### src/rtl/birq_pkg.sv
package birq_pkg;

    localparam int NUM_REGS = 12;

    typedef enum logic [3:0] {
        RI_LED_A    = 4'd0,
        RI_LED_B    = 4'd1,
        RI_LED_CTL  = 4'd2,
        RI_SWITCH   = 4'd3,
        RI_MISC_W1  = 4'd4,
        RI_MISC_W2  = 4'd5,
        RI_MISC_W3  = 4'd6,
        RI_MISC_RD  = 4'd7,
        RI_IRQ_MASK = 4'd8,
        RI_IRQ_PEND = 4'd9,
        RI_SLOT0    = 4'd10,
        RI_SLOT1    = 4'd11
    } reg_idx_e;

    // Byte offset of each register inside the window.
    function automatic logic [7:0] reg_offset(input int idx);
        logic [7:0] off;
        case (idx)
            0:       off = 8'h10;
            1:       off = 8'h14;
            2:       off = 8'h40;
            3:       off = 8'h60;
            4:       off = 8'h80;
            5:       off = 8'h84;
            6:       off = 8'h88;
            7:       off = 8'h90;
            8:       off = 8'hC0;
            9:       off = 8'hD0;
            10:      off = 8'hE0;
            default: off = 8'hE4;
        endcase
        return off;
    endfunction

    // Registers whose written value passes through the keep filter.
    function automatic bit is_filtered(input int idx);
        return (idx == int'(RI_IRQ_MASK)) || (idx == int'(RI_IRQ_PEND));
    endfunction

endpackage

### src/rtl/birq_decode.sv
module birq_decode
    import birq_pkg::*;
#(
    parameter int          ADDR_W = 32,
    parameter int          SPAN_W = 20,
    parameter logic [31:0] BASE   = 32'h0800_0000
) (
    input  logic [ADDR_W-1:0]   addr,
    output logic [NUM_REGS-1:0] match,
    output logic                hit
);
    localparam logic [ADDR_W-1:0] SPAN = ADDR_W'(64'd1 << SPAN_W);

    logic [ADDR_W-1:0] off;
    logic              in_win;

    always_comb begin
        off    = addr - ADDR_W'(BASE);
        in_win = (off < SPAN);
    end

    for (genvar g = 0; g < NUM_REGS; g++) begin : g_cmp
        assign match[g] = in_win && (off == ADDR_W'(reg_offset(g)));
    end

    assign hit = |match;

endmodule

### src/rtl/birq_select.sv
module birq_select #(
    parameter int N = 16
) (
    input  logic [N-1:0] chg,
    input  logic [N-1:0] mask,
    input  logic [N-1:0] lvl,
    output logic         fire,
    output logic [N-1:0] onehot,
    output logic         win_lvl
);
    // Scan from the top down so the lowest enabled change is the last one written.
    always_comb begin
        fire    = 1'b0;
        onehot  = '0;
        win_lvl = 1'b0;
        for (int i = N - 1; i >= 0; i--) begin
            if (chg[i] && mask[i]) begin
                fire      = 1'b1;
                onehot    = '0;
                onehot[i] = 1'b1;
                win_lvl   = lvl[i];
            end
        end
    end

endmodule

### src/rtl/board_irq_regfile.sv
module board_irq_regfile
    import birq_pkg::*;
#(
    parameter int          NUM_IRQ = 16,
    parameter int          DATA_W  = 32,
    parameter int          ADDR_W  = 32,
    parameter int          SPAN_W  = 20,
    parameter logic [31:0] BASE    = 32'h0800_0000,
    parameter logic [31:0] KEEP    = 32'h000F_EEFF
) (
    input  logic              clk,
    input  logic              rst,
    input  logic [ADDR_W-1:0] bus_addr,
    input  logic              bus_we,
    input  logic [DATA_W-1:0] bus_wdata,
    output logic [DATA_W-1:0] bus_rdata,
    input  logic [NUM_IRQ-1:0] irq_in,
    output logic              irq_out
);
    localparam int MASK_I = int'(RI_IRQ_MASK);
    localparam int PEND_I = int'(RI_IRQ_PEND);
    localparam logic [DATA_W-1:0] KEEP_W = DATA_W'(KEEP);

    typedef struct packed {
        logic [NUM_REGS-1:0][DATA_W-1:0] regs;
        logic [NUM_IRQ-1:0]              lvl;
        logic                            irq;
        logic [DATA_W-1:0]               rdata;
    } state_t;

    state_t st_d, st_q;

    logic [NUM_REGS-1:0] sel;
    logic                sel_hit;
    logic [NUM_IRQ-1:0]  chg;
    logic [NUM_IRQ-1:0]  cur_mask;
    logic                fire;
    logic [NUM_IRQ-1:0]  win_onehot;
    logic                win_lvl;

    birq_decode #(
        .ADDR_W(ADDR_W),
        .SPAN_W(SPAN_W),
        .BASE  (BASE)
    ) u_dec (
        .addr (bus_addr),
        .match(sel),
        .hit  (sel_hit)
    );

    assign chg      = irq_in ^ st_q.lvl;
    assign cur_mask = st_q.regs[MASK_I][NUM_IRQ-1:0];

    birq_select #(.N(NUM_IRQ)) u_sel (
        .chg    (chg),
        .mask   (cur_mask),
        .lvl    (irq_in),
        .fire   (fire),
        .onehot (win_onehot),
        .win_lvl(win_lvl)
    );

    always_comb begin
        st_d     = st_q;
        st_d.lvl = irq_in;

        // Registered read of the pre-write contents.
        st_d.rdata = '0;
        for (int g = 0; g < NUM_REGS; g++) begin
            if (sel[g]) begin
                st_d.rdata = st_q.regs[g];
            end
        end

        if (bus_we) begin
            for (int g = 0; g < NUM_REGS; g++) begin
                if (sel[g]) begin
                    st_d.regs[g] = is_filtered(g) ? (bus_wdata & KEEP_W) : bus_wdata;
                end
            end
        end

        // The input-driven update comes last so it overrides a same-cycle write.
        if (fire) begin
            st_d.regs[PEND_I] = DATA_W'(win_onehot);
            st_d.irq          = win_lvl;
        end
    end

    always_ff @(posedge clk) begin
        if (rst) begin
            st_q <= '0;
        end else begin
            st_q <= st_d;
        end
    end

    assign bus_rdata = st_q.rdata;
    assign irq_out   = st_q.irq;

    AST_MASK_FILTERED: assert property (@(posedge clk) disable iff (rst)
        (st_q.regs[MASK_I] & ~KEEP_W) == '0);

    AST_PEND_ONEHOT: assert property (@(posedge clk) disable iff (rst)
        fire |=> $onehot(st_q.regs[PEND_I]));

    AST_QUIET_IRQ: assert property (@(posedge clk) disable iff (rst)
        !fire |=> $stable(irq_out));

    AST_LOWEST_WINS: assert property (@(posedge clk) disable iff (rst)
        fire |-> ((win_onehot - 1'b1) & chg & cur_mask) == '0);

    AST_MISS_READS_ZERO: assert property (@(posedge clk) disable iff (rst)
        !sel_hit |=> bus_rdata == '0);

endmodule

### config.mk
export PLATFORM = sky130hd
export DESIGN_NAME = board_irq_regfile
export DESIGN_NICKNAME = d
export VERILOG_FILES = /design/src/rtl/birq_pkg.sv /design/src/rtl/birq_decode.sv /design/src/rtl/birq_select.sv /design/src/rtl/board_irq_regfile.sv
export SDC_FILE = /design/constraint.sdc
export NUM_CORES = 1
export LEC_CHECK = 0
export BUFFER_PORTS_ARGS = -buffer_cell sky130_fd_sc_hd__buf_2
export CAP_MARGIN = 20
export CORE_ASPECT_RATIO = 1.1
export CORE_MARGIN = 2
export CORE_UTILIZATION = 60
export CTS_CLUSTER_SIZE = 24
export DETAILED_ROUTE_END_ITERATION = 8
export PLACE_DENSITY = 0.81
export SYNTH_ARGS = -nofsm -noshare
export SYNTH_HDL_FRONTEND = slang
export SYNTH_SLANG_ARGS = --single-unit
### constraint.sdc
create_clock -name clk -period 6.92 [get_ports clk]
set_input_delay 1.384 -clock clk [delete_from_list [all_inputs] [get_ports clk]]
set_output_delay 1.384 -clock clk [all_outputs]
set_load 0.03 [all_outputs]
==> results by group <==
Synth
  • Most common library cells after synthesis: 708 x sky130_fd_sc_hd__nand2_1, 403 x sky130_fd_sc_hd__dfxtp_1, 351 x sky130_fd_sc_hd__a21oi_1
  • Seq/Total Area, Yosys: 45.4%
  • Cell Area, Synth: 0.0178 mm2
  • Cell variety after synth: 69
  • Dominant cell by count in the synthesized netlist: sky130_fd_sc_hd__nand2_1
  • Portion of synthesized cell area occupied by the leading cell type: 45.4%
  • Number of warnings issued by yosys: 0
  • Largest cells by area after synthesis: sky130_fd_sc_hd__dfxtp_1 45%, sky130_fd_sc_hd__nand2_1 15%, sky130_fd_sc_hd__a21oi_1 9.9%
  • Flip-flop and latch count after synthesis: 403
  • Top_reg_cell synth: sky130_fd_sc_hd__dfxtp_1
  • Synthesized instance count: 2,270
  • Cell taking the most area after synthesis: sky130_fd_sc_hd__dfxtp_1
  • Mapped Nets: 2,354
  • Average size of a mapped cell: 7.83 um2
  • EDFF count, synth: 0
  • FFs w/ async S/R, synth: 0%

Placement
  • Port-buffer cells: 113
  • Half-perimeter wire length of the detailed placement result: 32,000 um
  • DP Area: 0.0180 mm2
  • Weighted congestion at the end of routability-driven global placement: 0.930

Global routing
  • Overall overflow remaining after global route: 0
  • Largest net degree at the start of global routing: 195
  • Number of antenna violations at the first check in global routing: 1
  • First-pass GRT wire length: 84,700 um
  • Vias in the first global route: 16,410
  • GRT Overall Usage: 34.2%

Detailed routing
  • Detail Route Antenna Nets: 0
  • First drt pass iteration count: 8
  • DRC violation total after the first TritonRoute iteration: 2,082
  • Overall via count from detail_route: 16,948
  • Via density per instance: 6.48
  • Overall routed net length: 54,500 um
  • Post-detailed-route wirelength per cell: 20.9 um
  • DR DRC count: 0

Pwr
  • Cell area power density: 246 mW/mm2
  • VDD IR-drop max: 192 uV
  • P_leak: 6.81 nW
  • Overall power of the completed layout: 4.76 mW

Critical path
  • Launching element type of the critical path: input pin
  • Peak fanout along the critical path: 50
  • Critical Path AT: 4.98 ns
  • Type of the worst setup path: in2reg
  • Data required time of the critical path: 7.39 ns
  • Register-to-register setup slack: 3.99 ns
  • CP Capture Type: register

Timing
  • Final hold vios: 0
  • Count of pins over their slew limit: 0
  • Timing-limited maximum frequency: 0.221 GHz
  • Headroom to the max-slew limit: 23.0%
  • Summed negative setup slack over all endpoints: 0 ns
  • Setup repair after global routing missed its margin: false
  • Smallest hold slack: 0.452 ns
  • Final setup violating endpoints: 0
  • Clock period minus worst slack: 4.52 ns
  • Post-route clock skew: 0.0149 ns
  • Fraction of the cycle the final worst path needs: 65.3%
  • Tightest Pin Transition: 1.15 ns

Clock tree
  • Number of buffers inserted during clock tree synthesis: 41
  • # Post-CTS Setup Buffers: 0
  • Clock edge transition at the registers on the reported setup and hold paths: 0.06 ns
  • # clock sinks: 403
  • Worst-case clock buffer depth: 3
  • Post-cts resize count: 0
  • Clock tree from TritonCTS: built
  • H-tree Lvls: 2
  • CTS Hold Buffers Added: 0
  • Clock Tree Root: sky130_fd_sc_hd__clkbuf_16
  • Insertion delay of the later-clocked pin in the worst-skew pair: 0.54 ns

Layout
  • Antenna diode count: 0
  • Layout net count: 2,296
  • Final instance area: 0.0193 mm2
  • Post-synthesis to final-layout area growth: 8.88%
  • Core Util, Final: 65.8%
  • Fraction of final layout cells sized beyond drive strength 1: 12.0%

Outcome
  • Outcome: finished clean

Floorplanning
  • X dimension of the die: 168 um
  • Row count: 66
  • Initial cell density of the core: 60.4%
  • DIE HEIGHT: 184 um
  • Die area: 0.0310 mm2
  • Top Ports: 116
  • Area of the placeable core: 0.0294 mm2

Run
  • Number of maximum-capacitance violations: 0

Worst hold path
  • Path class of the lowest-slack min-delay path: reg2reg
## worst paths after layout
kind                                 end  cells past startpoint                    from
setup / recovery  st_q[416]$_SDFFE_PP0P_                     12            bus_addr[27]
hold / removal    st_q[263]$_SDFFE_PP0P_                      2  st_q[263]$_SDFFE_PP0P_
setup reg to reg  st_q[337]$_SDFFE_PP0P_                      6     st_q[33]$_SDFF_PP0_
hold reg to reg   st_q[263]$_SDFFE_PP0P_                      2  st_q[263]$_SDFFE_PP0P_
## logic make-up (layout without fill, tap and decap cells)
group | Yosys count | in the layout | share of synthesized area [%]
and+or+nand+nor | 981 | 981 | 24.1
AOI/OAI and AO/OA | 586 | 586 | 21.3
DFF | 403 | 403 | 45.4
buffers and inverters | 258 | 229 | 6.92
muxes | 25 | 25 | 1.41
xor gates and xnor gates | 16 | 16 | 0.789
adders and majority gates | 1 | 1 | 0.0704
## metal layers
metal  wire (um)  vias to the layer above  share of wire, %  GRT usage (%)
li1            -                     7673                 -              -
met1       19600                     7978                36           38.7
met2       26500                     1042                49           59.8
met3        5510                      255                10           7.00
met4        2930                        0               5.4           20.2
met5           0                        -                 0              0
## flip-flops by register name, summed over array words and instances, names as in the netlist
register,flops
bus_rdata,32
cur_mask,14
irq_out,1
st_q,356
## cell usage in the layout (no fill, tap or decap), types with 13 or more instances in the layout
| cell | instances |
|---|---|
| sky130_fd_sc_hd__a211o_1 | 16 |
| sky130_fd_sc_hd__a211oi_1 | 24 |
| sky130_fd_sc_hd__a211oi_2 | 16 |
| sky130_fd_sc_hd__a21oi_1 | 351 |
| sky130_fd_sc_hd__a221o_1 | 16 |
| sky130_fd_sc_hd__a221oi_1 | 52 |
| sky130_fd_sc_hd__a222oi_1 | 15 |
| sky130_fd_sc_hd__a22o_1 | 31 |
| sky130_fd_sc_hd__buf_2 | 112 |
| sky130_fd_sc_hd__buf_4 | 34 |
| sky130_fd_sc_hd__clkbuf_16 | 43 |
| sky130_fd_sc_hd__clkbuf_8 | 13 |
| sky130_fd_sc_hd__dfxtp_1 | 403 |
| sky130_fd_sc_hd__mux2i_1 | 25 |
| sky130_fd_sc_hd__nand2_1 | 707 |
| sky130_fd_sc_hd__nand3_1 | 25 |
| sky130_fd_sc_hd__nor2_1 | 93 |
| sky130_fd_sc_hd__nor2b_1 | 22 |
| sky130_fd_sc_hd__nor3_1 | 19 |
| sky130_fd_sc_hd__nor4_1 | 22 |
| sky130_fd_sc_hd__o22ai_1 | 36 |
| sky130_fd_sc_hd__or4_1 | 17 |
| sky130_fd_sc_hd__xor2_1 | 15 |
## layout make-up
class | count | area [um2]
inverter | 8 | 30.0
tap | 374 | 468
timing repair buffer | 149 | 866
fill | 2433 | 10100
clock buffer | 62 | 1280
clock inverter | 10 | 109
multi-input combinational | 1609 | 8530
sequential | 403 | 8070
## worst max-delay path, cell delays in order
cell and delay, ns:
sky130_fd_sc_hd__buf_2 0.08, sky130_fd_sc_hd__inv_1 0.03, sky130_fd_sc_hd__ha_1 0.26, sky130_fd_sc_hd__nor4b_2 0.22, sky130_fd_sc_hd__nand4_1 0.12, sky130_fd_sc_hd__buf_4 0.24
sky130_fd_sc_hd__or4_2 0.67, sky130_fd_sc_hd__buf_4 0.36, sky130_fd_sc_hd__nor2_2 0.93, sky130_fd_sc_hd__buf_4 0.42, sky130_fd_sc_hd__nand2_1 0.10, sky130_fd_sc_hd__a21oi_1 0.13
## per-stage QoR
| step | setup WS [ns] | cells |
|---|---|---|
| 6_report | 2.40 | 2615 |
| 3_3_place_gp | 2.05 | 2542 |
| 2_1_floorplan | 3.31 | 2270 |
| 3_5_place_dp | 1.98 | 2543 |
| 5_1_grt | 2.27 | 2615 |
| 4_1_cts | 2.53 | 2615 |
## power breakdown
group / switching [mW] / internal (mW)
sequential: 0.00323 / 2.32
clock: 0.918 / 1.35
combinational: 0.129 / 0.0411
Note: power is estimated with default switching activity, not from simulation.
